## src/rtl/scr_pkg.sv

```systemverilog
package scr_pkg;

    localparam int unsigned CARD_CNT = 2;
    localparam int unsigned CARD_A   = 0;
    localparam int unsigned CARD_B   = 1;

    typedef struct packed {
        logic c4;
        logic c8;
        logic rst;
    } contact_t;

    typedef struct packed {
        contact_t ctl;
        logic     io;
    } host_side_t;

    // Whether a card slot is targeted: both in split mode, per pick bit in shared mode.
    function automatic logic card_targeted(input logic mux, input logic pick,
                                           input int unsigned idx);
        if (!mux) return 1'b1;
        return (idx == CARD_A) ? pick : !pick;
    endfunction

    // Open-drain drive: pull the card line only when the path is open and host drives low.
    function automatic logic drive_low(input logic open, input logic host_io);
        return open && !host_io;
    endfunction

endpackage

```

## src/rtl/scr_steer.sv

```systemverilog
module scr_steer
    import scr_pkg::*;
(
    input  logic       mux_en,
    input  logic       card_pick,
    input  host_side_t host_in [CARD_CNT],
    output host_side_t src     [CARD_CNT],
    output logic       picked  [CARD_CNT]
);
    for (genvar g = 0; g < CARD_CNT; g++) begin : g_route
        // In shared mode every slot is fed from the A host lines.
        assign src[g]    = mux_en ? host_in[CARD_A] : host_in[g];
        assign picked[g] = card_targeted(mux_en, card_pick, g);
    end
endmodule

```

## src/rtl/scr_lane.sv

```systemverilog
module scr_lane
    import scr_pkg::*;
(
    input  logic       clk,
    input  logic       rst,
    input  logic       pwr_fault,
    input  logic       xfer_ok,
    input  logic       path_open,
    input  host_side_t src,
    output contact_t   card_q,
    output logic       io_oe_q
);
    always_ff @(posedge clk) begin
        if (rst || pwr_fault) begin
            card_q  <= '0;
            io_oe_q <= 1'b0;
        end else begin
            if (xfer_ok) card_q <= src.ctl;
            io_oe_q <= drive_low(path_open, src.io);
        end
    end
endmodule

```

## src/rtl/scr_readback.sv

```systemverilog
module scr_readback
    import scr_pkg::*;
#(
    parameter logic RD_RESET = 1'b1
) (
    input  logic clk,
    input  logic rst,
    input  logic mux_en,
    input  logic path_open [CARD_CNT],
    input  logic card_line [CARD_CNT],
    output logic rd_q      [CARD_CNT]
);
    logic rd_d [CARD_CNT];

    always_comb begin
        for (int i = 0; i < CARD_CNT; i++) rd_d[i] = rd_q[i];
        if (mux_en) begin
            // Shared mode: the A host port sees whichever card is open.
            for (int i = 0; i < CARD_CNT; i++)
                if (path_open[i]) rd_d[CARD_A] = card_line[i];
        end else begin
            for (int i = 0; i < CARD_CNT; i++)
                if (path_open[i]) rd_d[i] = card_line[i];
        end
    end

    for (genvar g = 0; g < CARD_CNT; g++) begin : g_rd
        always_ff @(posedge clk) begin
            if (rst) rd_q[g] <= RD_RESET;
            else     rd_q[g] <= rd_d[g];
        end
    end
endmodule

```

## src/rtl/scr_dual_router.sv

```systemverilog
module scr_dual_router
    import scr_pkg::*;
#(
    parameter logic RD_RESET = 1'b1
) (
    input  logic clk,
    input  logic rst,
    input  logic mux_en,
    input  logic chip_sel_n,
    input  logic prog_n,
    input  logic card_pick,
    input  logic supply_low,
    input  logic vcc_ramp,
    input  logic host_a_c4,
    input  logic host_a_c8,
    input  logic host_a_rst,
    input  logic host_a_io,
    output logic host_a_io_rd,
    input  logic host_b_c4,
    input  logic host_b_c8,
    input  logic host_b_rst,
    input  logic host_b_io,
    output logic host_b_io_rd,
    output logic card_a_c4,
    output logic card_a_c8,
    output logic card_a_rst,
    output logic card_a_io_oe,
    input  logic card_a_io_in,
    output logic card_b_c4,
    output logic card_b_c8,
    output logic card_b_rst,
    output logic card_b_io_oe,
    input  logic card_b_io_in
);
    host_side_t host_in   [CARD_CNT];
    host_side_t src       [CARD_CNT];
    logic       picked    [CARD_CNT];
    logic       path_open [CARD_CNT];
    logic       card_line [CARD_CNT];
    logic       rd_q      [CARD_CNT];
    contact_t   card_q    [CARD_CNT];
    logic       io_oe_q   [CARD_CNT];
    logic       pwr_fault;

    assign host_in[CARD_A] = '{ctl: '{c4: host_a_c4, c8: host_a_c8, rst: host_a_rst}, io: host_a_io};
    assign host_in[CARD_B] = '{ctl: '{c4: host_b_c4, c8: host_b_c8, rst: host_b_rst}, io: host_b_io};
    assign card_line[CARD_A] = card_a_io_in;
    assign card_line[CARD_B] = card_b_io_in;
    assign pwr_fault = supply_low || vcc_ramp;

    scr_steer i_steer (
        .mux_en    (mux_en),
        .card_pick (card_pick),
        .host_in   (host_in),
        .src       (src),
        .picked    (picked)
    );

    for (genvar g = 0; g < CARD_CNT; g++) begin : g_card
        logic xfer_ok;
        assign path_open[g] = picked[g] && !chip_sel_n;
        assign xfer_ok      = path_open[g] && prog_n;

        scr_lane i_lane (
            .clk       (clk),
            .rst       (rst),
            .pwr_fault (pwr_fault),
            .xfer_ok   (xfer_ok),
            .path_open (path_open[g]),
            .src       (src[g]),
            .card_q    (card_q[g]),
            .io_oe_q   (io_oe_q[g])
        );
    end

    scr_readback #(.RD_RESET(RD_RESET)) i_readback (
        .clk       (clk),
        .rst       (rst),
        .mux_en    (mux_en),
        .path_open (path_open),
        .card_line (card_line),
        .rd_q      (rd_q)
    );

    assign card_a_c4    = card_q[CARD_A].c4;
    assign card_a_c8    = card_q[CARD_A].c8;
    assign card_a_rst   = card_q[CARD_A].rst;
    assign card_a_io_oe = io_oe_q[CARD_A];
    assign card_b_c4    = card_q[CARD_B].c4;
    assign card_b_c8    = card_q[CARD_B].c8;
    assign card_b_rst   = card_q[CARD_B].rst;
    assign card_b_io_oe = io_oe_q[CARD_B];
    assign host_a_io_rd = rd_q[CARD_A];
    assign host_b_io_rd = rd_q[CARD_B];
endmodule

```

## config.mk

```make
export PLATFORM = sky130hd
export DESIGN_NAME = scr_dual_router
export DESIGN_NICKNAME = d
export VERILOG_FILES = /design/src/rtl/scr_pkg.sv /design/src/rtl/scr_steer.sv /design/src/rtl/scr_lane.sv /design/src/rtl/scr_readback.sv /design/src/rtl/scr_dual_router.sv
export SDC_FILE = /design/constraint.sdc
export NUM_CORES = 1
export LEC_CHECK = 0
export ABC_AREA = 1
export BUFFER_PORTS_ARGS = -buffer_cell sky130_fd_sc_hd__buf_2
export CORE_UTILIZATION = 40
export DETAILED_ROUTE_END_ITERATION = 8
export PLACE_DENSITY = 0.72
export SYNTH_ARGS = -nofsm -noshare
export SYNTH_HDL_FRONTEND = slang
export SYNTH_HIERARCHICAL = 1
export SYNTH_SLANG_ARGS = --single-unit
export TNS_END_PERCENT = 1
```

## constraint.sdc

```tcl
create_clock -name clk -period 0.88 [get_ports clk]
set_input_delay 0.132 -clock clk [delete_from_list [all_inputs] [get_ports clk]]
set_output_delay 0.132 -clock clk [all_outputs]
set_load 0.1 [all_outputs]
```

After elaboration in Yosys (flattened, before gate mapping)
Index checks and enable logic that the tools add are counted.
{ "totals": {"register_bits": 10, "latch_bits": 0, "mem_bits_rw": 0, "romBits": 0, "output_inout_bits": 10, "elab_cells": 30, "mem_count": 0} }
{ "op_classes": {"add_sub_neg": 0, "multipliers": 0, "div_mod_pow": 0, "magnitude_cmp": 0, "n_eq_ne": 0, "shift": 0, "n_mux": 6, "bitwise_logic": 1, "reduce_logical": 13} }
{ "ops": {"columns": ["operator", "count"], "rows": [
  ["$logic_and 1x1->1", 6],
  ["$mux 1", 5],
  ["$logic_not 1->1", 4],
  ["$mux 4", 1],
  ["$logic_or 1x1->1", 2],
  ["$reduce_and 2->1", 1],
  ["$not 1->1", 1]
]} }

Depth between registers and ports, before layout
{ "logic_depth": {"ltp_word": 5, "ltp_mapped": 8} }

Cells and area by module
Netlist, hierarchy kept.
{ "by_module_without_submodules": {"columns": ["module", "instances", "cells_per_inst", "area_each_um2", "seq_area_each_um2"], "rows": [
  ["scr_lane", 2, 22, 155.1, 80.1],
  ["scr_readback", 1, 19, 108.9, 40.0],
  ["scr_steer", 1, 20, 90.1, 0.0],
  ["scr_dual_router", 1, 9, 36.3, 0.0]
]} }

Worst setup path after synthesis
OpenSTA, ideal clock, no wires.
{ "synth_path": {"kind": "reg2reg", "start": "register i_readback/rd_q[1] (netlist name)", "end": "register i_readback/rd_q[1] in the netlist's numbering", "setup_time_ns": 0.058, "arrival_ns": 1.198, "path_slack_ns": -0.376, "path_stages_with_launch": 5, "period_less_slack_ns": 1.256, "cell_sequence": "dfxtp_1 -> inv_1 -> nand2_1 -> nand3_1 -> nand2_1"} }
{ "synth_rtl": {"columns": ["item", "line_no", "source"], "rows": [
  ["end signal, assigned by index", "scr_readback.sv:30", "else rd_q[g] <= rd_d[g];"],
  ["end, declared", "scr_readback.sv:11", "output logic rd_q [CARD_CNT]"]
]} }

Worst setup path after layout
{ "layout_path": {"start": "register g_card[0].i_lane/card_q[1] (netlist name)", "end": "output port card_a_c8"} }
{ "layout_rtl": {"columns": ["item", "line_no", "source"], "rows": [
  ["end, declared", "scr_dual_router.sv:25", "output logic card_a_c8,"]
]} }
No word-level cell between the ends.

==> out/results.txt <==
Status: finished, violations left
Violated checks: negative setup slack
Layout cell share with drive strength beyond 1: 0.3802
Start of the worst register-to-register path: g_card[1].i_lane/card_q[2]
Tcrit/Tclk final: 1.049
Worst-Skew Late Latency: 0.26 ns
DR WL/cell: 8.807 um
Initial core utilization: 0.4599
Min-Delay Endpoint: g_card[0].i_lane/io_oe_q
Critical path peak fanout: 2
Critical Path Max Stage Delay: 0.36 ns
IO Pins: 28
Finished Layout Cells: 135
Routed vias: 592
Post-Syn Area: 545.5 um2
Final hold slack: 0.04594 ns
DR iter-0 viols: 15
Global Route Usage Sum: 0.2048
Largest cells by area after synthesis: dfxtp_1 37%, nand2_1 25%, inv_1 12%
P&R area growth vs syn: 60.55%
CTS tree: done
GPL Wtd Cong: 0.7188
Largest net degree at the start of global routing: 9
Relative slew slack: 0.7770
Critical path required time: 0.75 ns
Yosys top cell by area: dfxtp_1
Syn Nets: 110
Leakage dissipation: 0.4761 nW
Final hold vios: 0
CTS Buf Count: 3
Clk pin slew, worst setup/hold paths: 0.06 ns
DIE HEIGHT: 38.93 um
Vias per cell: 4.385
Share of the synthesized area in the top cell type: 0.3670
Placement Rows: 12
CP top delay family: flip-flops
DP HPWL: 919.4 um
Crit-path cells: buf_12
Cell count after synthesis: 92
Initial DRT Pass Iterations: 4
Final setup violation count: 10
Slew @ Worst Pin: 0.3333 ns
Fin Clk Skew: 0 ns
CP Data Arrival Time: 0.79 ns
Final ANT Viol Nets: 0
Final WS setup: -0.04327 ns
Clk root buf: clkbuf_4
Die ar.: 1516 um2
Fin nets: 141
DRC viols: 0
Maximum capacitance violations: 0
H-Tree Depth: 1
Post-synthesis cell type count: 9
Input/output buffers: 27
Die width: 38.93 um
Hold Startpoint: host_a_io
Synthesis Warnings: 6
WL final: 1189 um
Crit-path slowest cell: dfxtp_2
Inst Count DP: 131
Min-Delay Path Class: in -> reg
Grt ovf: 0
Post-synthesis register bit count: 10
FMAX: 1083 MHz
Core area: 1186 um2
N_diodes: 0
RSZ-0062 raised after global routing: true
Final Max Tran Viols: 0
Sink Count: 10
Worst setup SP type: flop
Global-route wire length before repair: 1994 um
Crit Path Category: reg -> out
Hold depth: 2
WP buf/inv: 1
Peak VDD IR: 0.8770 mV
Post-CTS Hold Fix Bufs: 0
Seq/Total Area, Yosys: 0.3670
Critical path endpoint category: primary output
Register-to-Register Setup Slack: 0.18 ns
Worst Reg2Reg Path Length in Cells: 3
Vias in the first global route: 511
R2R Path End: g_card[1].i_lane/card_q[2]
Pwr/cell area: 1237 nW/um2
Syn Area/Cell: 5.930 um2
Min Tclk post-route: 0.9233 ns
Initial antenna violation count: 0
Clock buffer depth: 2
[how the worst max path moves through the flow]
stage | start | to | slack, ns | cells after the start
2_1_floorplan | g_card[0].i_lane/card_q[1] | g_card[0].i_lane/card_q[1] | -0.29 | 2
3_3_place_gp | mux_en | g_card[0].i_lane/card_q[2] | -0.03 | 7
3_5_place_dp | card_pick | g_card[0].i_lane/card_q[1] | -0.07 | 8
4_1_cts | g_card[0].i_lane/card_q[1] | card_a_c8 | -0.06 | 1
5_1_grt | i_readback/rd_q[1] | host_a_io_rd | -0.08 | 1
6_report | g_card[0].i_lane/card_q[1] | card_a_c8 | -0.04 | 1
[cell usage after synthesis]
library cell and number:
or2_1 1, nand2_1 37, buf_4 4, nand3_1 4
dfxtp_1 10, nor2_1 16, nor2_4 2, inv_2 1
inv_1 17
[cells by family after synthesis]
family	share of synthesized area
buf+inv	0.1789
simple gates	0.4541
flops	0.3670
[area by class of cell]
type                            count  area, um2
Inverter                           18      67.56
Fill cell                         100      310.3
Tap cell                           14      17.52
Multi-Input combinational cell     60      247.7
Sequential cell                    10      212.7
Timing Repair Buffer               30      307.8
Clock buffer                        3      22.52
[registers in the layout (all words and copies together), names as in the netlist]
signal,count
g_card.i_lane/io_oe_q,2
i_readback/rd_q,2
g_card.i_lane/card_q,6
[routing by layer]
layer	up-vias	share of wire	track usage	wire length, um
li1	320	-	-	-
met1	249	0.42	0.2098	501
met2	23	0.52	0.3458	618
met3	0	0.058	0.09249	69
met4	0	0	0.1034	0
met5	-	0	0	0
[metrics by stage]
step                      total power, mW  instance area, um2  TNS (ns)  utilization  worst slack [ns]
after global routing                1.159               875.8   -0.6982       0.7384          -0.07807
after floorplan                    0.6762               550.5    -2.302            -           -0.2930
final                               1.084               875.8   -0.3449       0.7384          -0.04327
after CTS                           1.097               868.3   -0.4409       0.7321          -0.05537
after global placement             0.7863               838.3  -0.06727       0.7068          -0.02671
after detailed placement           0.7911               838.3   -0.2312       0.7068          -0.06978
[report_power, final]
group	total (mW)	switching [mW]	internal, mW
clock network	0.298	0.141	0.157
logic	0.304	0.187	0.118
registers	0.481	0.0129	0.468
total	1.08	0.341	0.743
[cells in the final DEF (no fill, tap or decap), drive strengths merged]
master / count
buf: 30
clkbuf: 3
dfxtp: 10
inv: 18
nand2: 37
nand3: 4
nor2: 18
or2: 1
[timing repair]
item                                    CTS  global route
resized for setup                         6             0
buffers inserted                          0             1
endpoints found under the setup margin   10            10
endpoints found under the hold margin     0             0
Power figures use the tool's default switching activity.
